File: config.mk
export PLATFORM = sky130hd
export DESIGN_NAME = csel_bank
export DESIGN_NICKNAME = d
export VERILOG_FILES = /design/src/rtl/csel_pkg.sv /design/src/rtl/csel_cfg_regs.sv /design/src/rtl/csel_match.sv /design/src/rtl/csel_seq.sv /design/src/rtl/csel_bank.sv
export SDC_FILE = /design/constraint.sdc
export NUM_CORES = 1
export LEC_CHECK = 0
export BUFFER_PORTS_ARGS = -buffer_cell sky130_fd_sc_hd__clkbuf_2
export CAP_MARGIN = 20
export CORE_ASPECT_RATIO = 1.25
export CORE_MARGIN = 5
export CORE_UTILIZATION = 60
export DETAILED_ROUTE_END_ITERATION = 6
export GPL_ROUTABILITY_DRIVEN = 0
export PLACE_DENSITY = 0.78
export SETUP_SLACK_MARGIN = 0.02
export SLEW_MARGIN = 40
export SYNTH_ARGS = -nofsm -noshare
export SYNTH_HDL_FRONTEND = slang
export SYNTH_SLANG_ARGS = --single-unit
File: constraint.sdc
create_clock -name clk -period 9.35 [get_ports clk]
set_input_delay 1.87 -clock clk [delete_from_list [all_inputs] [get_ports clk]]
set_output_delay 1.87 -clock clk [all_outputs]
set_load 0.1 [all_outputs]
File: src/rtl/csel_pkg.sv
package csel_pkg;

   localparam int SIZE_W = 3;
   localparam int LEN_W  = 4;
   localparam int DIR_W  = 2;

   typedef struct packed {
      logic [SIZE_W-1:0] size;
      logic [LEN_W-1:0]  len;
      logic [DIR_W-1:0]  dir;
   } ch_ctrl_t;

   // window size as a shift above the smallest window (2K)
   function automatic int unsigned blk_shift(input logic [SIZE_W-1:0] code);
      case (code)
         3'd1:    return 0;
         3'd2:    return 2;
         3'd3:    return 3;
         3'd4:    return 5;
         3'd5:    return 6;
         3'd6:    return 7;
         3'd7:    return 8;
         default: return 0;
      endcase
   endfunction

   // clocks an access lasts for a given length code
   function automatic logic [LEN_W:0] len_clocks(input logic [LEN_W-1:0] code);
      if (code < LEN_W'(2)) return (LEN_W+1)'(2);
      return {1'b0, code} + (LEN_W+1)'(1);
   endfunction

endpackage

File: src/rtl/csel_cfg_regs.sv
module csel_cfg_regs
   import csel_pkg::*;
#(
   parameter int NUM_CH = 12,
   parameter int IDX_W  = 4,
   parameter int BASE_W = 9
) (
   input  logic                          clk,
   input  logic                          rst_n,
   input  logic                          wr_en,
   input  logic [IDX_W-1:0]              wr_idx,
   input  logic [BASE_W-1:0]             wr_base,
   input  ch_ctrl_t                      wr_ctrl,
   input  logic                          busy,
   input  logic                          access_end,
   output logic [NUM_CH-1:0][BASE_W-1:0] base_q,
   output ch_ctrl_t [NUM_CH-1:0]         ctrl_q
);

   logic              pend_v;
   logic [IDX_W-1:0]  pend_idx;
   logic [BASE_W-1:0] pend_base;
   ch_ctrl_t          pend_ctrl;

   logic              apply;
   logic [IDX_W-1:0]  src_idx;
   logic [BASE_W-1:0] src_base;
   ch_ctrl_t          src_ctrl;

   // idle: write goes straight in; busy: only at the closing edge
   assign apply    = busy ? (access_end && (wr_en || pend_v)) : wr_en;
   assign src_idx  = wr_en ? wr_idx  : pend_idx;
   assign src_base = wr_en ? wr_base : pend_base;
   assign src_ctrl = wr_en ? wr_ctrl : pend_ctrl;

   always_ff @(posedge clk or negedge rst_n) begin
      if (!rst_n) begin
         pend_v    <= 1'b0;
         pend_idx  <= '0;
         pend_base <= '0;
         pend_ctrl <= '0;
      end else if (busy && !access_end && wr_en) begin
         pend_v    <= 1'b1;
         pend_idx  <= wr_idx;
         pend_base <= wr_base;
         pend_ctrl <= wr_ctrl;
      end else if (access_end) begin
         pend_v    <= 1'b0;
      end
   end

   always_ff @(posedge clk or negedge rst_n) begin
      if (!rst_n) begin
         base_q <= '0;
         ctrl_q <= '0;
      end else if (apply) begin
         for (int i = 0; i < NUM_CH; i++) begin
            if (src_idx == IDX_W'(i)) begin
               base_q[i] <= src_base;
               ctrl_q[i] <= src_ctrl;
            end
         end
      end
   end

   // configuration is frozen inside an access
   p_cfg_frozen_r9: assert property (@(posedge clk) disable iff (!rst_n)
      (busy && !access_end) |=> ($stable(base_q) && $stable(ctrl_q)));

   // the held write is consumed when the access ends
   p_pend_drained_r9: assert property (@(posedge clk) disable iff (!rst_n)
      access_end |=> !pend_v);

endmodule

File: src/rtl/csel_match.sv
module csel_match
   import csel_pkg::*;
#(
   parameter int NUM_CH = 12,
   parameter int BASE_W = 9
) (
   input  logic [BASE_W-1:0]             addr_f,
   input  logic                          rd,
   input  logic [NUM_CH-1:0][BASE_W-1:0] base_q,
   input  ch_ctrl_t [NUM_CH-1:0]         ctrl_q,
   output logic [NUM_CH-1:0]             hit
);

   for (genvar gi = 0; gi < NUM_CH; gi++) begin : g_ch
      logic [BASE_W-1:0] mask;
      logic              dir_ok;
      logic              armed;

      assign mask   = {BASE_W{1'b1}} << blk_shift(ctrl_q[gi].size);
      assign dir_ok = rd ? ctrl_q[gi].dir[0] : ctrl_q[gi].dir[1];
      assign armed  = (ctrl_q[gi].size != '0) && dir_ok;
      assign hit[gi] = armed && (((addr_f ^ base_q[gi]) & mask) == '0);
   end

endmodule

File: src/rtl/csel_seq.sv
module csel_seq
   import csel_pkg::*;
#(
   parameter int NUM_CH = 12
) (
   input  logic                  clk,
   input  logic                  rst_n,
   input  logic                  strb,
   input  logic [NUM_CH-1:0]     hit,
   input  ch_ctrl_t [NUM_CH-1:0] ctrl_q,
   output logic [NUM_CH-1:0]     sel_q,
   output logic                  busy,
   output logic                  ack
);

   logic [LEN_W-1:0] first_len;
   logic [LEN_W:0]   clocks;
   logic [LEN_W-1:0] cnt;
   logic             start;

   // lowest-numbered hit sets the length
   always_comb begin
      first_len = '0;
      for (int i = NUM_CH-1; i >= 0; i--) begin
         if (hit[i]) first_len = ctrl_q[i].len;
      end
   end

   assign clocks = len_clocks(first_len);
   assign start  = strb && !busy && (hit != '0);
   assign ack    = busy && (cnt == '0);

   always_ff @(posedge clk or negedge rst_n) begin
      if (!rst_n) begin
         busy  <= 1'b0;
         cnt   <= '0;
         sel_q <= '0;
      end else if (start) begin
         busy  <= 1'b1;
         cnt   <= LEN_W'(clocks - (LEN_W+1)'(1));
         sel_q <= hit;
      end else if (busy) begin
         if (cnt == '0) begin
            busy  <= 1'b0;
            sel_q <= '0;
         end else begin
            cnt <= cnt - LEN_W'(1);
         end
      end
   end

   // selects follow the hits captured at the strobe
   p_start_sel_r5: assert property (@(posedge clk) disable iff (!rst_n)
      (strb && !busy && (hit != '0)) |=> (busy && sel_q == $past(hit)));

   // no acknowledge in the first clock (minimum length 2)
   p_min_len_r5: assert property (@(posedge clk) disable iff (!rst_n)
      $rose(busy) |-> !ack);

   // selects steady until acknowledge
   p_sel_steady_r5: assert property (@(posedge clk) disable iff (!rst_n)
      (busy && !ack) |=> (busy && $stable(sel_q)));

   // acknowledge is one clock, then everything releases
   p_ack_release_r6: assert property (@(posedge clk) disable iff (!rst_n)
      ack |=> (!ack && !busy && sel_q == '0));

   // strobe without a hit starts nothing
   p_no_hit_idle_r8: assert property (@(posedge clk) disable iff (!rst_n)
      (strb && !busy && (hit == '0)) |=> !busy);

endmodule

File: src/rtl/csel_bank.sv
module csel_bank
   import csel_pkg::*;
#(
   parameter int NUM_CH     = 12,
   parameter int ADDR_W     = 24,
   parameter int MIRROR_BIT = 19,
   parameter int MIN_LOG    = 11,
   localparam int IDX_W     = (NUM_CH > 1) ? $clog2(NUM_CH) : 1,
   localparam int BASE_W    = MIRROR_BIT - MIN_LOG + 1
) (
   input  logic              clk,
   input  logic              rst_n,
   input  logic              cfg_we,
   input  logic [IDX_W-1:0]  cfg_idx,
   input  logic [BASE_W-1:0] cfg_base,
   input  logic [SIZE_W-1:0] cfg_size,
   input  logic [LEN_W-1:0]  cfg_len,
   input  logic [DIR_W-1:0]  cfg_dir,
   input  logic [ADDR_W-1:0] bus_addr,
   input  logic              bus_strb,
   input  logic              bus_rd,
   output logic [NUM_CH-1:0] cs_n,
   output logic              bus_ack
);

   if (MIRROR_BIT >= ADDR_W) begin : g_bad_mirror
      $error("MIRROR_BIT must lie inside the address");
   end
   if (BASE_W < 9) begin : g_bad_span
      $error("compare span must cover 2K to 512K windows");
   end
   if (MIN_LOG < 1) begin : g_bad_min
      $error("MIN_LOG must be positive");
   end
   if (NUM_CH < 1) begin : g_bad_ch
      $error("NUM_CH must be at least 1");
   end

   logic [NUM_CH-1:0][BASE_W-1:0] base_q;
   ch_ctrl_t [NUM_CH-1:0]         ctrl_q;
   ch_ctrl_t                      wr_ctrl;
   logic [NUM_CH-1:0]             hit;
   logic [NUM_CH-1:0]             sel_q;
   logic                          busy;
   logic                          ack;
   logic [BASE_W-1:0]             addr_f;
   logic                          unused_addr;

   assign wr_ctrl     = '{size: cfg_size, len: cfg_len, dir: cfg_dir};
   assign addr_f      = bus_addr[MIRROR_BIT:MIN_LOG];
   assign unused_addr = ^{bus_addr[ADDR_W-1:MIRROR_BIT+1], bus_addr[MIN_LOG-1:0]};

   csel_cfg_regs #(.NUM_CH(NUM_CH), .IDX_W(IDX_W), .BASE_W(BASE_W)) u_regs (
      .clk        (clk),
      .rst_n      (rst_n),
      .wr_en      (cfg_we),
      .wr_idx     (cfg_idx),
      .wr_base    (cfg_base),
      .wr_ctrl    (wr_ctrl),
      .busy       (busy),
      .access_end (ack),
      .base_q     (base_q),
      .ctrl_q     (ctrl_q)
   );

   csel_match #(.NUM_CH(NUM_CH), .BASE_W(BASE_W)) u_match (
      .addr_f (addr_f),
      .rd     (bus_rd),
      .base_q (base_q),
      .ctrl_q (ctrl_q),
      .hit    (hit)
   );

   csel_seq #(.NUM_CH(NUM_CH)) u_seq (
      .clk    (clk),
      .rst_n  (rst_n),
      .strb   (bus_strb),
      .hit    (hit),
      .ctrl_q (ctrl_q),
      .sel_q  (sel_q),
      .busy   (busy),
      .ack    (ack)
   );

   assign cs_n    = ~sel_q;
   assign bus_ack = ack;

   // a select never asserts on a channel that is switched off
   p_off_quiet_r4: assert property (@(posedge clk) disable iff (!rst_n)
      (!busy && bus_strb) |=> ((~cs_n & ~$past(hit)) == '0));

   // acknowledge only while some select is low
   p_ack_with_sel_r6: assert property (@(posedge clk) disable iff (!rst_n)
      bus_ack |-> (cs_n != '1));

endmodule

## Yosys cells after proc, flatten, opt, wreduce, memory -nomap -nowiden

Index checks and enable logic that the tools add are counted.

- Bits in registers: 256
- Input port bits: 51
- Output and inout port bits: 13

- Add/subtract/negate cells: 3
- $lt $le $gt $ge: 1
- Eq/ne operators: 84
- Shift operators: 12
- Mux-type cells: 54
- Bitwise gates (word level): 25
- Reduce and logical (&&, ||, !) cells: 77

Operators by type and width:

| cell | number |
|---|---|
| 4-bit one-hot mux with 6 select lines | 12 |
| 3-bit equality test, second input constant | 48 |
| 9-bit AND | 12 |
| 9-bit logical NOT | 12 |
| 9-bit by 4-bit left shift with 9-bit output, first input constant | 12 |
| 9-bit XOR | 12 |
| 3-bit by 2-bit equality test with 1-bit output, second input constant | 24 |
| 4-bit 2-to-1 mux | 18 |
| 12-bit 2-to-1 mux | 3 |
| 3-bit nonzero test | 12 |
| 1-bit logical AND | 30 |
| 2-bit AND reduction | 14 |
| 1-bit 2-to-1 mux | 19 |
| 9-bit 2-to-1 mux | 2 |
| 4-bit by 3-bit equality test with 1-bit output, second input constant | 4 |
| 4-bit equality test, second input constant | 4 |
| 12-bit NOT | 1 |
| 12-bit nonzero test | 1 |
| 4-bit by 2-bit equality test with 1-bit output, second input constant | 2 |
| 4-bit logical NOT | 2 |
| 4-bit by 1-bit subtractor with 4-bit output, second input constant | 2 |
| 2-bit nonzero test | 3 |
| 4-bit by 1-bit adder with 4-bit output, second input constant | 1 |
| 4-bit by 1-bit equality test with 1-bit output, second input constant | 1 |
| 4 further kinds | 5 |

## Logic depth before layout (Yosys ltp)

Gate-level depths: netlist of the first run.

- Depth in word-level cells: 23
- Mapped depth: 19

## By module

Synthesis of the first run repeated with hierarchy kept, for this count alone.

- Cell total of the unflattened synthesis: 1027
- Area, all modules: 12801.0 sq um

By module, submodules not included:

| module | times used | cells each | area an instance (sq um) | seq. area each (sq um) |
|---|---|---|---|---|
| csel_cfg_regs | 1 | 570 | 9447.8 | 5980.7 |
| csel_match | 1 | 260 | 1900.6 | 0.0 |
| csel_seq | 1 | 185 | 1407.6 | 425.4 |
| csel_bank | 1 | 12 | 45.0 | 0.0 |

## Least setup slack after synthesis of the first run

No wires, ideal clock.

- Path kind: input port to flip-flop
- Start point: input port bus_addr[15]
- End point: register u_seq.cnt[2]
- Library setup time: 0.082 ns
- Arrival time: 5.260 ns
- Required time: 9.268 ns
- Path slack: 4.009 ns
- Cell stages on the path: 17
- Path buffers: 1
- Path through: buf_2 > xor2_1 > or4_1 > o31ai_1 > nand2_1 > a311oi_1 > o221ai_1 > a211oi_1 > inv_1 > ha_1 > or2_2 > o22ai_1 > ha_1 > nand2_1 > xnor2_1 > nor2_1 > a31oi_1

- Longest elaborated chain between the ends: 21

Ends and longest elaborated chain:

| item | RTL line | source |
|---|---|---|
| start: declaration | csel_bank.sv:19 | `input logic [ADDR_W-1:0] bus_addr,` |
| 9-bit XOR | csel_match.sv:22 | `assign hit[gi] = armed && (((addr_f ^ base_q[gi]) & mask) == '0);` |
| 9-bit AND | csel_match.sv:22 |  |
| 9-bit logical NOT | csel_match.sv:22 |  |
| 1-bit logical AND | csel_match.sv:22 |  |
| 4-bit 2-to-1 mux (12 in series) | csel_seq.sv:25 | `if (hit[i]) first_len = ctrl_q[i].len;` |
| 4-bit by 2-bit < comparator with 1-bit output | csel_pkg.sv:29 | `if (code < LEN_W'(2)) return (LEN_W+1)'(2);` |
| 1-bit 2-to-1 mux | csel_pkg.sv:29 |  |
| 4-bit 2-to-1 mux | csel_pkg.sv:30 | `return {1'b0, code} + (LEN_W+1)'(1);` |
| 4-bit by 1-bit subtractor with 4-bit output | csel_seq.sv:40 | `cnt <= LEN_W'(clocks - (LEN_W+1)'(1));` |
| 4-bit 2-to-1 mux | csel_seq.sv:38 | `end else if (start) begin` |
| end signal: assignment | csel_seq.sv:40 |  |
| end signal: assignment | csel_seq.sv:47 | `cnt <= cnt - LEN_W'(1);` |
| end: declaration | csel_seq.sv:18 | `logic [LEN_W-1:0] cnt;` |

Parallel ways exist; a longest one is shown, timed or not.
A chain may end at the register's enable or synchronous reset.

## Worst setup path in the final report of the first run

- Start point: input port bus_addr[16]
- End point: register u_seq.cnt[2]

The elaborated chain is that of the path after synthesis.

==> flow_summary.toml, run 1 <==
[worst_setup_path]
timing.critical_path.arrival_ns = 6.56
required_ns = 9.79
crit_fanout = 12
cp-start-kind = "input port"
criticalPathCategory = "input port to register"
end_kind = "register"

[global_routing]
grtUsageMet1_pct = 35.77
gr-total-overflow = 0
grt_max_degree = 78
antenna_found_initial = 0
grt_pass1_wl_um = 49190
use_met3_pct = 3.707
grt.met2_usage_pct = 45.62
grt_pass1_vias = 9291
top_usage_layer = "met2"
groute.usage.overall_pct = 27.06

[floorplan]
start_util_pct = 60.74
ioPinCount = 64
die_w_um = 137.6
design.core.area_um2 = 20100
die_height_um = 169.5
num_rows = 58
die_area_um2 = 23320

[placement]
dp_hpwl_um = 19900
placed_area_um2 = 12740
portBuffers = 48

[power_and_ir_drop]
peakVddDrop_mv = 0.2255
intPower_mw = 2.867
pwr-share-comb_pct = 35.7
power.total_mw = 4.676
p_switching_mw = 1.810
seq_power_share_pct = 43.6
netSwitchingFraction_pct = 38.70
power_density_nw_per_um2 = 345.4
power_frac_clock_pct = 20.7
p_leak_nw = 5.944

[sta]
setup_viol = 0
finalHoldViolCount = 0
period_minus_slack_ns = 6.122
tns_ns = 0
grt_setup_unrepaired = "false"
relSlewSlack_pct = 49.11
max_freq_ghz = 0.1633
finalClockSkew_ns = 0.01013
worstMarginPinSlew_ns = 0.7615
min_period_over_period_pct = 65.48
final_max_slew_viol_count = 0

[cells_and_area]
diodes = 0
area_growth_pct = 10.89
drive_gt1_share_pct = 12.42
nets = 1340
finalInstanceArea_um2 = 13540
utilization_pct = 67.35

[clocking]
cts_root_buf = "clkbuf_16"
cts_tree = "yes"
htree_levels = 1
post_cts_buffers = 0
cts_hold_buf = 0
clk_latency_ns = 0.52
cts_sinks = 256
cts_buffers = 25
post_cts_resized = 0
path_clk_slew_ns = 0.06
clk_path_buf_depth = 3

[synthesis]
synthMostInstantiatedCell = "dfrtp_1"
ys.flop_type = "dfrtp_1"
syn_nets = 1330
syn-cell-area_um2 = 12210
yosys.area.top_type = "dfrtp_1"
synth_edf_count = 0
synth_cells = 1277
synth.top_cell.area_share_pct = 52.47
ys_ff_latch = 256
synth_async_sr_flop_share_pct = 100.0
synth_area_per_cell_um2 = 9.561
ys_types = 73
synth_area_leaders = "dfrtp_1 (52%), o21ai_0 (6.4%), nand2_1 (5.0%), a21oi_1 (4.5%), xnor2_1 (4.2%)"
ys_seq_area_share_pct = 52.47
ys_warn_count = 0
yosys-top-cells-count = "dfrtp_1 (256), nand2_1 (164), o21ai_0 (156)"

[route]
wirelength_um = 30600
drc_errors = 0
first_iter_violations = 777
viasPerCell = 5.986
ant_nets = 0
vias = 9422
drtPass1Iterations = 6
wire_per_inst_um = 19.44

[hold_path]
hold_path_class = "register to register"

[run_status]
outcome = "completed"

[job]
maxCapViolCount = 0
[cells by family (layout without fill, tap and decap cells)]
kind of cell             Yosys count  count (layout)  share of synthesized area (%)
AND/OR/NAND/NOR                  365             365                          13.00
XOR/XNOR                         111             111                          7.963
adder cells (fa/ha/maj)            2               2                         0.2049
buffers and inverters            127             154                          4.345
flip-flops                       256             256                          52.47
multiplexers                      55              55                          4.735
AO/OA/AOI/OAI                    361             361                          17.28
[critical path, stage by stage]
cell and delay, ns:
clkbuf_2 0.36, xor2_1 0.29, or4_1 0.49, o31ai_1 0.50
nand2_1 0.35, a311oi_1 0.41, o221ai_1 0.23, a211oi_1 0.53
inv_1 0.13, ha_1 0.36, or2_2 0.30, o22ai_1 0.11
ha_1 0.19, nand2_1 0.07, xnor2_1 0.16, nor2_1 0.05
a31oi_1 0.13
[power by group through the flow]
stage / clock (mW) / sequential (mW) / combinational (mW)
final: 0.970 / 2.04 / 1.67
after global routing: 1.03 / 2.10 / 1.87
after CTS: 0.981 / 2.03 / 1.66
after detailed placement: 0 / 2.04 / 1.64
after global placement: 0 / 2.00 / 1.56
after floorplan: 0 / 1.94 / 1.25
[state kept, by name (all words and copies together) (netlist names)]
signal            flops
u_regs.base_q       108
u_regs.ctrl_q       108
u_regs.pend_base      9
u_regs.pend_ctrl      9
u_regs.pend_idx       4
u_regs.pend_v         1
u_seq.busy            1
u_seq.cnt             4
u_seq.sel_q          12
[stage by stage]
stage	instances	hold slack [ns]	setup WS, ns
after floorplan	1277	0.4413	4.009
after global placement	1529	0.4541	2.825
final	1574	0.4764	3.228
after detailed placement	1530	0.4630	2.807
after CTS	1574	0.4775	3.325
after global routing	1574	0.5046	3.061
[layout by cell type, fill, tap and decap left out, types with 22 or more instances in the layout]
master,n
inv_1,43
nand3_1,22
dfrtp_1,256
clkbuf_2,47
clkbuf_16,25
o21ai_0,156
xnor2_1,59
mux2i_1,23
nor2_1,109
a21oi_1,110
xor2_1,52
nand2_1,157
[worst paths after layout]
kind	from	end	slack, ns	cells past startpoint
worst max-delay path	bus_addr[16]	u_seq.cnt[2]	3.23	17
max in group asynchronous	rst_n	u_regs.base_q[71]	6.71	3
worst max register to register	u_regs.base_q[94]	u_seq.cnt[2]	4.68	16
worst min-delay path	u_regs.ctrl_q[29]	u_regs.ctrl_q[29]	0.48	2
worst min register to register	u_regs.ctrl_q[29]	u_regs.ctrl_q[29]	0.48	2
min in group asynchronous	rst_n	u_regs.ctrl_q[95]	1.29	1
[routing by layer]
layer	up-vias	part of all wire, %
met3	78	6.4
li1	4421	-
met5	-	0
met2	330	49
met4	0	3.8
met1	4593	41
[area by class of cell]
type | instances | area, um2
multi-input combinational | 894 | 5431
inverter | 43 | 161.4
clock buffer | 36 | 716.9
clock inverter | 8 | 65.06
tap | 270 | 337.8
sequential | 256 | 6406
fill | 1600 | 6563
timing repair buffer | 67 | 420.4
(Power assumes the default switching activity.)
==> run 2: changes to the inputs <==
--- a/config.mk
+++ b/config.mk
@@ -5,14 +5,15 @@
 export SDC_FILE = /design/constraint.sdc
 export NUM_CORES = 1
 export LEC_CHECK = 0
+export ABC_AREA = 1
 export BUFFER_PORTS_ARGS = -buffer_cell sky130_fd_sc_hd__clkbuf_2
 export CAP_MARGIN = 20
 export CORE_ASPECT_RATIO = 1.25
 export CORE_MARGIN = 5
-export CORE_UTILIZATION = 60
+export CORE_UTILIZATION = 56
 export DETAILED_ROUTE_END_ITERATION = 6
 export GPL_ROUTABILITY_DRIVEN = 0
-export PLACE_DENSITY = 0.78
+export PLACE_DENSITY = 0.77
 export SETUP_SLACK_MARGIN = 0.02
 export SLEW_MARGIN = 40
 export SYNTH_ARGS = -nofsm -noshare
==> constraint.sdc (replaced) <==
create_clock -name clk -period 5.52 [get_ports clk]
set_input_delay 1.104 -clock clk [delete_from_list [all_inputs] [get_ports clk]]
set_output_delay 1.104 -clock clk [all_outputs]
set_load 0.1 [all_outputs]
==> flow_summary.toml, run 2 <==
[run_status]
outcome = "completed"

[route]
ant_nets = 0
wire_per_inst_um = 16.91
wirelength_um = 32210
first_iter_violations = 769
vias = 10510
viasPerCell = 5.516
drc_errors = 0
drtPass1Iterations = 5

[clocking]
cts_sinks = 256
post_cts_buffers = 0
path_clk_slew_ns = 0.06
clk_path_buf_depth = 3
htree_levels = 1
cts_buffers = 27
post_cts_resized = 0
cts_tree = "yes"
cts_hold_buf = 0
clk_latency_ns = 0.54
cts_root_buf = "clkbuf_16"

[cells_and_area]
mostFrequentLayoutCells = "nand2_1 (487), o21ai_0 (274), dfrtp_1 (256), inv_1 (121), nor2_1 (64)"
layout_commonest_cell = "nand2_1"
reg_top3 = "u_regs.base_q (108), u_regs.ctrl_q (108), u_seq.sel_q (12)"
regArea_um2 = 6406
area_growth_pct = 10.56
fillers = 1968
drive_gt1_share_pct = 11.76
utilization_pct = 62.21
nets = 1650
multi_input_area_um2 = 5543

[placement]
dpl_worst_slack_ns = 1.053
portBuffers = 48
dp_hpwl_um = 21500

[worst_setup_path]
timing.critical_path.arrival_ns = 4.34
crit_buf_inv = 3
criticalPathCategory = "input port to register"
critical_path.top_delay_family = "simple AND/OR/NAND/NOR gates"
required_ns = 5.92
critical_path.cell_chain = "clkbuf_2 -> xnor2_1 -> o2111ai_1 -> a21oi_1 -> nor2b_1 -> inv_1 -> nand2_2 -> o21ai_1 -> nand2_1 -> nand2_1 -> nand2_1 -> nand2_2 -> nand2_1 -> nand2_2 -> ha_1 -> nor2_1 -> nand2_2 -> nand2_4 -> ha_1 -> inv_1 -> o21ai_1 -> o22ai_1"
worst_path_max_delay_cell = "clkbuf_2"
cp-start-kind = "input port"
cpPeakStageDelay_ns = 0.48
crit_fanout = 12
end_kind = "register"

[sta]
hold_ws_ns = 0.4769
finalHoldViolCount = 0
final_max_slew_viol_count = 0
max_freq_ghz = 0.2533
min_period_over_period_pct = 71.51
worstMarginPinSlew_ns = 0.7763
setup_viol = 0
finalClockSkew_ns = 0.02189
setup_ws_ns = 1.573
relSlewSlack_pct = 47.23
tns_ns = 0
grt_setup_unrepaired = "false"
period_minus_slack_ns = 3.947

[global_routing]
grt_pass1_vias = 10260
gr-total-overflow = 0
grt_max_degree = 97
antenna_found_initial = 1
grt_pass1_wl_um = 52950
groute.usage.overall_pct = 25.07

[power_and_ir_drop]
intPower_mw = 4.790
power_density_nw_per_um2 = 538.4
pwr-share-comb_pct = 32.1
seq_power_share_pct = 43.6
peakVddDrop_mv = 0.3685
p_switching_mw = 2.849
power.total_mw = 7.639
p_leak_nw = 7.011
netSwitchingFraction_pct = 37.30
power_frac_clock_pct = 24.3

[floorplan]
design.core.area_um2 = 22810
die_area_um2 = 26060
start_util_pct = 56.27
die_height_um = 179.3
die_w_um = 145.4
num_rows = 62
ioPinCount = 64

[synthesis]
synthMostInstantiatedCell = "nand2_1"
syn-cell-area_um2 = 12830
syn_nets = 1636
synth_edf_count = 0
synth_async_sr_flop_share_pct = 100.0
synth_area_per_cell_um2 = 8.107
ys.flop_type = "dfrtp_1"
synth_cells = 1583
ys_seq_area_share_pct = 49.92
yosys-top-cells-count = "nand2_1 (494), o21ai_0 (277), dfrtp_1 (256)"
ys_types = 59
yosys.area.top_type = "dfrtp_1"
ys_warn_count = 0
ys_ff_latch = 256
synth.top_cell.area_share_pct = 49.92
synth_area_leaders = "dfrtp_1 (50%), nand2_1 (14%), o21ai_0 (11%), inv_1 (3.6%), xnor2_1 (2.5%)"

[job]
maxCapViolCount = 0

[hold_path]
hold_path_class = "register to register"
[run 2: cell types whose count changed after synthesis, moves of 21 or more]
cell	delta
xnor2_1	-22
a21oi_1	-93
o21ai_0	+121
nand3_1	+23
nor2_1	-45
nand2_1	+330
mux2i_1	-24
xor2_1	-21
inv_1	+79
[run 2: worst paths after layout]
path                       slack [ns]  cells after the start             endpoint                from
setup / recovery                 1.57                     22         u_seq.cnt[2]        bus_addr[19]
hold / removal                   0.48                      2   u_regs.pend_idx[3]  u_regs.pend_idx[3]
setup reg to reg                 2.17                     22         u_seq.cnt[2]   u_regs.ctrl_q[51]
hold reg to reg                  0.48                      2   u_regs.pend_idx[3]  u_regs.pend_idx[3]
max in group asynchronous        4.16                      2    u_regs.ctrl_q[91]               rst_n
min in group asynchronous        0.49                      1  u_regs.pend_ctrl[7]               rst_n
[run 2: tightest hold or removal path: cells and delay by family, from the launching register on]
family,cells,cell delay (ns)
DFF,1,0.35
and+or+nand+nor,2,0.10
[run 2: per-stage QoR]
| step | instance area [um2] | std cells |
|---|---|---|
| 2_1_floorplan | 12830 | 1583 |
| 3_3_place_gp | 13190 | 1855 |
| 3_5_place_dp | 13270 | 1856 |
| 4_1_cts | 14190 | 1904 |
| 5_1_grt | 14190 | 1905 |
| 6_report | 14190 | 1905 |
[run 2: power groups by stage]
stage | combinational (mW) | sequential [mW] | clock (mW)
final | 2.45 | 3.33 | 1.86
after CTS | 2.45 | 3.32 | 1.88
after global routing | 2.83 | 3.44 | 1.97
after floorplan | 1.89 | 3.17 | 0
after global placement | 2.32 | 3.30 | 0
after detailed placement | 2.43 | 3.34 | 0
[run 2: cells by family (layout without fill, tap and decap cells)]
| logic type | after synthesis | in the layout | synth area share, % |
|---|---|---|---|
| other | 0 | 1 | 0 |
| XOR/XNOR | 70 | 70 | 4.894 |
| buffers and inverters | 219 | 252 | 7.293 |
| AO/OA/AOI/OAI | 358 | 358 | 15.17 |
| multiplexers | 12 | 12 | 0.9652 |
| flip-flops | 256 | 256 | 49.92 |
| adder cells (fa/ha/maj) | 2 | 2 | 0.1950 |
| AND/OR/NAND/NOR | 666 | 666 | 21.57 |
[run 2: layer usage]
layer / vias up / track usage, % / wire length [um]
li1: 5109 / - / -
met1: 5057 / 32.74 / 13440
met2: 279 / 43.50 / 15950
met3: 63 / 2.781 / 1679
met4: 0 / 9.292 / 1133
met5: - / 0 / 0
[run 2: area by class of cell]
cell class,count,area share (%)
tap,288,2.540
antenna,1,0.01764
inverter,134,3.589
sequential,256,45.15
clock inverter,6,0.6173
multi-input combinational,1108,39.07
clock buffer,42,5.864
timing repair buffer,70,3.157
==> run 3: changes to the inputs <==
--- a/config.mk
+++ b/config.mk
@@ -10,10 +10,10 @@
 export CAP_MARGIN = 20
 export CORE_ASPECT_RATIO = 1.25
 export CORE_MARGIN = 5
-export CORE_UTILIZATION = 56
+export CORE_UTILIZATION = 60
 export DETAILED_ROUTE_END_ITERATION = 6
 export GPL_ROUTABILITY_DRIVEN = 0
-export PLACE_DENSITY = 0.77
+export PLACE_DENSITY = 0.78
 export SETUP_SLACK_MARGIN = 0.02
 export SLEW_MARGIN = 40
 export SYNTH_ARGS = -nofsm -noshare
==> constraint.sdc (replaced) <==
create_clock -name clk -period 3.66 [get_ports clk]
set_input_delay 0.732 -clock clk [delete_from_list [all_inputs] [get_ports clk]]
set_output_delay 0.732 -clock clk [all_outputs]
set_load 0.1 [all_outputs]
==> flow_summary.toml, run 3 (synthesized netlist as in run 2, its figures left out) <==
[power_and_ir_drop]
pwr-share-comb_pct = 33.1
netSwitchingFraction_pct = 37.01
power.total_mw = 11.66
seq_power_share_pct = 42.9
power_density_nw_per_um2 = 795.5
power_frac_clock_pct = 24.0
p_leak_nw = 7.335
intPower_mw = 7.346
p_switching_mw = 4.316
peakVddDrop_mv = 0.5511

[floorplan]
design.core.area_um2 = 20970
start_util_pct = 61.21
ioPinCount = 64
die_area_um2 = 24430
die_w_um = 140.8
die_height_um = 173.5
num_rows = 59

[global_routing]
groute.usage.overall_pct = 26.72
gr-total-overflow = 0
grt_pass1_wl_um = 52850
grt.met2_usage_pct = 43.87
grt_pass1_vias = 10510
grtUsageMet1_pct = 35.13
antenna_found_initial = 0
use_met3_pct = 4.277
grt_max_degree = 101
top_usage_layer = "met2"

[sta]
setup_viol = 0
period_minus_slack_ns = 3.194
worstMarginPinSlew_ns = 0.6531
final_max_slew_viol_count = 0
max_freq_ghz = 0.3131
finalClockSkew_ns = 0.01048
min_period_over_period_pct = 87.28
grt_setup_unrepaired = "false"
relSlewSlack_pct = 55.53
hold_ws_ns = 0.06354
finalHoldViolCount = 0

[worst_setup_path]
cp-start-kind = "input port"
critical_path.cell_chain = "clkbuf_2 -> buf_4 -> xor2_1 -> a311oi_1 -> o21ai_1 -> nand2_1 -> nand2_2 -> nand2_1 -> nor4_1 -> nand3_1 -> nand2_2 -> inv_2 -> nor2_1 -> a21oi_4 -> ha_1 -> nor3_1 -> o22ai_1"
cp-startpoint = "bus_addr[15]"
timing.critical_path.arrival_ns = 3.60
reg2regPathDepth = 20
required_ns = 4.06
worst_path_max_delay_cell = "nor4_1"
end_kind = "register"
crit_buf_inv = 3
crit_fanout = 10
critical_path.top_delay_family = "simple AND/OR/NAND/NOR gates"
cpPeakStageDelay_ns = 0.40
cp_num_cells = 17
r2r_slack_ns = 0.55
worstReg2RegStart = "u_regs.ctrl_q[79]"
criticalPathCategory = "input port to register"

[clocking]
clk_latency_ns = 0.53
cts_root_buf = "clkbuf_16"
cts_hold_buf = 0
cts_tree = "yes"
cts_sinks = 256
post_cts_resized = 0
htree_levels = 1
cts_buffers = 26
post_cts_buffers = 0
path_clk_slew_ns = 0.06
clk_path_buf_depth = 3

[hold_path]
hold_path_class = "input port to async pin"

[route]
vias = 10790
drc_errors = 0
ant_nets = 0
first_iter_violations = 752
wirelength_um = 32190
wire_per_inst_um = 16.46
viasPerCell = 5.515
drtPass1Iterations = 5

[cells_and_area]
area_growth_pct = 14.22
utilization_pct = 69.92
mostFrequentLayoutCells = "nand2_1 (494), o21ai_0 (276), dfrtp_1 (256), inv_1 (122), buf_4 (85)"
regArea_um2 = 6406
reg_top3 = "u_regs.base_q (108), u_regs.ctrl_q (108), u_seq.sel_q (12)"
fillers = 1614
nets = 1716
diodes = 0
drive_gt1_share_pct = 14.68
layout_commonest_cell = "nand2_1"
finalInstanceArea_um2 = 14660
multi_input_area_um2 = 5507

[placement]
portBuffers = 48
placed_area_um2 = 13710
dp_hpwl_um = 21800

[job]
maxCapViolCount = 0

[run_status]
outcome = "completed"
==> run 3: cell types whose count changed in the layout (fill, tap and decap cells not counted), sizes merged <==
| cell | before | now |
|---|---|---|
| inv | 131 | 130 |
| clkinv | 7 | 10 |
| buf | 23 | 90 |
| clkinvlp | 0 | 1 |
| diode | 1 | 0 |
| clkbuf | 89 | 85 |
==> run 3: path summary, 6_finish.rpt <==
path / to
max: u_seq.cnt[2]
min: u_regs.base_q[8]
max reg2reg: u_seq.cnt[2]
min reg2reg: u_regs.pend_idx[0]
max in group asynchronous: u_seq.sel_q[9]
min in group clk: u_regs.pend_base[0]
==> run 3: power groups by stage <==
stage / combinational (mW) / sequential, mW / clock, mW
final: 3.86 / 5.01 / 2.79
after floorplan: 2.85 / 4.79 / 0
after detailed placement: 3.81 / 5.02 / 0
after global routing: 4.41 / 5.19 / 2.95
after CTS: 3.86 / 4.99 / 2.83
after global placement: 3.65 / 4.95 / 0
==> run 3: metal layers <==
metal,vias up,part of all wire [%]
met5,-,0
met4,0,4.8
met1,5086,41
li1,5257,-
met2,360,47
met3,84,6.9
==> run 3: stage by stage <==
step	TNS (ns)	instances	setup WS, ns
floorplan	0	1583	0.4690
global placement	0	1908	0.04448
detailed placement	-0.01661	1908	-0.01661
CTS	0	1955	0.4862
global route	0	1956	0.1406
finish	0	1956	0.4657
==> run 3: area by class of cell <==
class	instances	area share, %
clock buffers	38	5.574
clock inverters	9	0.6914
inverters	134	3.474
multi-input cells	1108	37.56
flip-flops and latches	256	43.70
well taps	274	2.339
repair buffers	137	6.658
